`src/rtl/phacc_pkg.sv`:
```
package phacc_pkg;

    // Direction of a quarter-turn slip request
    typedef enum logic {
        SLIP_ADVANCE = 1'b0,
        SLIP_RETARD  = 1'b1
    } slip_dir_e;

endpackage

```
`src/rtl/phacc_coef.sv`:
```
module phacc_coef #(
    parameter int W = 48
) (
    input  logic         clk,
    input  logic         rst_n,
    input  logic         load_i,
    input  logic [W-1:0] p1_i,
    input  logic [W-1:0] p2_i,
    output logic [W-1:0] p1_o,
    output logic [W-1:0] p2_o
);

    typedef struct packed {
        logic [W-1:0] p1;
        logic [W-1:0] p2;
    } coef_t;

    coef_t coef_d, coef_q;

    always_comb begin
        coef_d = coef_q;
        if (load_i) begin
            coef_d.p1 = p1_i;
            coef_d.p2 = p2_i;
        end
    end

    always_ff @(posedge clk or negedge rst_n) begin
        if (!rst_n) coef_q <= '0;
        else        coef_q <= coef_d;
    end

    assign p1_o = coef_q.p1;
    assign p2_o = coef_q.p2;

endmodule

```
`src/rtl/phacc_core.sv`:
```
module phacc_core
    import phacc_pkg::*;
#(
    parameter int W = 48
) (
    input  logic         clk,
    input  logic         rst_n,
    input  logic         start_i,
    input  logic [W-1:0] p0_i,
    input  logic [W-1:0] p1_i,
    input  logic [W-1:0] p2_i,
    input  logic         step_i,
    input  logic         slip_i,
    input  logic         slip_dir_i,
    output logic [W-1:0] phase_o,
    output logic [W-1:0] inner_o
);

    localparam logic [W-1:0] QUARTER = {2'b01, {(W-2){1'b0}}};

    typedef struct packed {
        logic [W-1:0] phase;
        logic [W-1:0] inner;
    } acc_t;

    acc_t         acc_d, acc_q;
    logic [W-1:0] step_delta;
    logic [W-1:0] slip_delta;
    slip_dir_e    dir;

    assign dir = slip_dir_e'(slip_dir_i);

    always_comb begin
        acc_d      = acc_q;
        step_delta = '0;
        slip_delta = '0;
        if (start_i) begin
            acc_d.phase = p0_i;
            acc_d.inner = '0;
        end else begin
            if (step_i) begin
                // first difference of the quadratic: p1 + p2 + 2*inner
                step_delta  = p1_i + p2_i + {acc_q.inner[W-2:0], 1'b0};
                acc_d.inner = acc_q.inner + p2_i;
            end
            if (slip_i) begin
                slip_delta = (dir == SLIP_RETARD) ? (~QUARTER + 1'b1) : QUARTER;
            end
            acc_d.phase = acc_q.phase + step_delta + slip_delta;
        end
    end

    always_ff @(posedge clk or negedge rst_n) begin
        if (!rst_n) acc_q <= '0;
        else        acc_q <= acc_d;
    end

    assign phase_o = acc_q.phase;
    assign inner_o = acc_q.inner;

endmodule

```
`src/rtl/phacc_outreg.sv`:
```
module phacc_outreg #(
    parameter int W  = 48,
    parameter int OW = 16
) (
    input  logic          clk,
    input  logic          rst_n,
    input  logic          step_i,
    input  logic [W-1:0]  phase_i,
    output logic [OW-1:0] word_o,
    output logic [W-1:0]  full_o,
    output logic          vld_o
);

    typedef struct packed {
        logic [OW-1:0] word;
        logic [W-1:0]  full;
        logic          vld;
    } out_t;

    out_t out_d, out_q;

    always_comb begin
        out_d     = out_q;
        out_d.vld = step_i;
        if (step_i) begin
            out_d.word = phase_i[W-1 -: OW];
            out_d.full = phase_i;
        end
    end

    always_ff @(posedge clk or negedge rst_n) begin
        if (!rst_n) out_q <= '0;
        else        out_q <= out_d;
    end

    assign word_o = out_q.word;
    assign full_o = out_q.full;
    assign vld_o  = out_q.vld;

endmodule

```
`src/rtl/phase_quad_acc.sv`:
```
module phase_quad_acc #(
    parameter int W  = 48,
    parameter int OW = 16
) (
    input  logic          clk,
    input  logic          rst_n,
    input  logic          start_i,
    input  logic [W-1:0]  p0_i,
    input  logic [W-1:0]  p1_i,
    input  logic [W-1:0]  p2_i,
    input  logic          smp_vld_i,
    input  logic          slip_vld_i,
    input  logic          slip_dir_i,
    output logic [OW-1:0] phase_word_o,
    output logic [W-1:0]  phase_full_o,
    output logic          phase_vld_o
);

    logic         step;
    logic         slip;
    logic [W-1:0] coef_p1;
    logic [W-1:0] coef_p2;
    logic [W-1:0] core_phase;
    logic [W-1:0] core_inner;

    // a start overrides any coincident sample or slip
    assign step = smp_vld_i  & ~start_i;
    assign slip = slip_vld_i & ~start_i;

    phacc_coef #(.W(W)) i_coef (
        .clk    (clk),
        .rst_n  (rst_n),
        .load_i (start_i),
        .p1_i   (p1_i),
        .p2_i   (p2_i),
        .p1_o   (coef_p1),
        .p2_o   (coef_p2)
    );

    phacc_core #(.W(W)) i_core (
        .clk        (clk),
        .rst_n      (rst_n),
        .start_i    (start_i),
        .p0_i       (p0_i),
        .p1_i       (coef_p1),
        .p2_i       (coef_p2),
        .step_i     (step),
        .slip_i     (slip),
        .slip_dir_i (slip_dir_i),
        .phase_o    (core_phase),
        .inner_o    (core_inner)
    );

    phacc_outreg #(.W(W), .OW(OW)) i_out (
        .clk     (clk),
        .rst_n   (rst_n),
        .step_i  (step),
        .phase_i (core_phase),
        .word_o  (phase_word_o),
        .full_o  (phase_full_o),
        .vld_o   (phase_vld_o)
    );

endmodule

```
`config.mk`:
```
export PLATFORM = sky130hd
export DESIGN_NAME = phase_quad_acc
export DESIGN_NICKNAME = d
export VERILOG_FILES = /design/src/rtl/phacc_pkg.sv /design/src/rtl/phacc_coef.sv /design/src/rtl/phacc_core.sv /design/src/rtl/phacc_outreg.sv /design/src/rtl/phase_quad_acc.sv
export SDC_FILE = /design/constraint.sdc
export NUM_CORES = 1
export LEC_CHECK = 0
export BUFFER_PORTS_ARGS = -buffer_cell sky130_fd_sc_hd__buf_2
export CAP_MARGIN = 20
export CORE_ASPECT_RATIO = 1.25
export CORE_MARGIN = 4
export CORE_UTILIZATION = 55
export CTS_CLUSTER_SIZE = 10
export DETAILED_ROUTE_END_ITERATION = 10
export PLACE_DENSITY = 0.87
export SETUP_SLACK_MARGIN = 0.15
export SLEW_MARGIN = 20
export SYNTH_ARGS = -nofsm -noshare
export SYNTH_HDL_FRONTEND = slang
export SYNTH_HIERARCHICAL = 1
export SYNTH_SLANG_ARGS = --single-unit
```
`constraint.sdc`:
```
create_clock -name clk -period 5.6 [get_ports clk]
set_input_delay 1.68 -clock clk [delete_from_list [all_inputs] [get_ports clk]]
set_output_delay 1.68 -clock clk [all_outputs]
set_load 0.02 [all_outputs]
```
==> results.yml <==
worst_setup_path:
  end_kind: "flip-flop"
  arrival_ns: 6.21
  crit_path_top_delay_cell: "fa_1"
  required_ns: 6.03
  r2r_cells: 24
  critPathLaunchType: "flip-flop"
  slowest_delay_ns: 0.50
  crit_chain: "fa_1 -> ha_1 -> a211o_1 -> a21oi_2 -> a211oi_1 -> buf_4 -> o211ai_1 -> nand2_1 -> a21oi_4 -> buf_4 -> xor2_1 -> nor2_1 -> ha_1 -> ha_2 -> nand4_2 -> or3_1 -> a211o_1 -> o211ai_4 -> a31oi_4 -> o21ai_4 -> a31oi_4 -> o41ai_4 -> xnor2_1 -> mux2_2"
  r2r-start: "i_coef/p1_o[2]$_DFFE_PN0P_"
  critical-path-top-delay-family: "compound AO/OA/AOI/OAI gates"
  cp_max_fo: 4
  timing.critical_path.buf_inv: 2
  r2r-end: "i_core/phase_o[47]$_DFF_PN0_"
  worstSetupPathDepth: 24
  cp-endpoint: "i_core/phase_o[47]$_DFF_PN0_"
  critPathKind: "flip-flop to flip-flop"
  startpoint: "i_coef/p1_o[2]$_DFFE_PN0P_"
  r2r_setup_slack_ns: -0.18
yosys:
  synth_area_sq_um: 18600
  yosysWarnings: 6
  syn-num-nets: 2220
  syn_avg_cell_area_sq_um: 10.2
  netlist_instances: 1834
cells_and_area:
  multi_input_area_sq_um: 12500
  final_common_cell: "dfrtp_1"
  stdcell_area_sq_um: 22200
  layout_common_cells: "dfrtp_1, buf_2, ha_1"
  syn_to_final_growth_pct: 19.3
  seqCellArea_sq_um: 6010
  layout-drive-gt1-share_pct: 31.3
  post-route-util_pct: 66.4
  n_fill_cell: 2515
  nets: 2517
routing:
  drtIter0Drc: 901
  first_pass_iters: 6
  num_vias: 15500
  ant_nets: 0
  wire_per_inst_um: 19.9
  drc: 0
  viasPerCell: 6.04
  wirelength_um: 51000
floorplanning:
  io_pins: 215
  fp-row-count: 75
  die_h_um: 214
  initial_core_util_pct: 55.6
  core_area_sq_um: 33500
  die_x_um: 173
  die-area_sq_um: 36900
worst_hold_path:
  holdPathStages: 1
  hold_class: "flip-flop to flip-flop"
placement:
  routabilityCongestion: 0.945
  place_ws_ns: -0.264
  dpl_cell_area_sq_um: 20600
  hpwl_um: 38600
  port_buffers: 214
global_route:
  antenna_found_initial: 2
  grt_overflow: 0
  grt_pass1_wl_um: 81300
  track_usage_pct: 26.6
  grt_max_degree: 147
  grt_pass1_vias: 16300
timing:
  setup_ws_ns: -0.178
  finalHoldViolCount: 0
  rsz0062_at_grt: "true"
  setup-violations-final: 6
  slew_violations: 0
  fmax_mhz: 173
  whs_ns: 0.501
  fin_crit_ns: 5.78
  worstMarginPinSlew_ns: 0.963
  max_slew_margin_pct: 35.8
  fin_skew_ns: 0.0295
  finalCritPeriodShare_pct: 103
pwr:
  power_leakage_uw: 0.0108
  ir_drop_uv: 346
  total_power_uw: 9810
  pwr_density_cell_nw_per_um2: 441
clock_tree:
  cts_root_buf: "clkbuf_16"
  path_clk_slew_ns: 0.05
  cts_tree: "done"
  htreeDepth: 1
  worstSkewPairLatency_ns: 0.57
  numClockSinks: 240
  clk_path_buf_depth: 3
  cts_buffers: 29
flow_run:
  max_cap_viol_count: 0
status:
  outcome: "finished with violations"
  violations: "negative setup slack"
-- per-layer routing --
metal / vias up / part of all wire (%) / GRT usage [%]
met5: - / 0 / 0
met4: 0 / 4.9 / 11.8
met3: 172 / 5.5 / 4.00
met2: 554 / 52 / 50.0
met1: 7525 / 38 / 30.3
li1: 7245 / - / -
-- final cells by class --
class	count	share of cell area, %
repair buffers	358	9.99
multi-input cells	1470	56.4
inverters	32	0.540
diodes	2	0.0225
flip-flops and latches	240	27.0
clock buffers	37	3.58
well taps	423	2.38
clock inverters	2	0.0788
-- power by group --
| group | internal [uW] | switching (uW) | leakage [uW] |
|---|---|---|---|
| combinational | 2570 | 3040 | 0.00749 |
| sequential | 2160 | 367 | 0.00293 |
| clock | 975 | 705 | 0.000400 |
| total | 5700 | 4110 | 0.0108 |
-- state kept, by name (all words and copies together) (netlist names) --
| name | count |
|---|---|
| i_out/vld_o | 1 |
| i_core/inner_o | 47 |
| i_coef/p2_o | 48 |
| i_out/word_o | 16 |
| i_out/full_o | 32 |
| i_coef/p1_o | 48 |
| i_core/phase_o | 48 |
-- stage by stage --
step                      TNS (ns)  instances
after global routing         -3.63       2562
after global placement      -0.346       2504
after floorplan            -0.0106       1834
final                       -0.553       2564
after CTS                   -0.505       2551
after detailed placement     -1.71       2504
-- timing repair --
action                                  CTS  global route
endpoints found under the setup margin   18            27
pin swaps                                16            48
hold buffers                              0             0
gates resized for setup                  35           103
buffers inserted                          8            11
-- worst min-delay path by stage --
stage                                  from                           end  slack (ns)
2_1_floorplan  i_core/phase_o[19]$_DFF_PN0_  i_out/full_o[19]$_DFFE_PN0P_        0.48
3_3_place_gp   i_out/full_o[17]$_DFFE_PN0P_  i_out/full_o[17]$_DFFE_PN0P_        0.49
3_5_place_dp    i_out/full_o[1]$_DFFE_PN0P_   i_out/full_o[1]$_DFFE_PN0P_        0.49
4_1_cts        i_out/full_o[31]$_DFFE_PN0P_  i_out/full_o[31]$_DFFE_PN0P_        0.51
5_1_grt        i_out/full_o[14]$_DFFE_PN0P_  i_out/full_o[14]$_DFFE_PN0P_        0.52
6_report       i_out/full_o[19]$_DFFE_PN0P_  i_out/full_o[19]$_DFFE_PN0P_        0.50
Power figures use the tool's default switching activity.
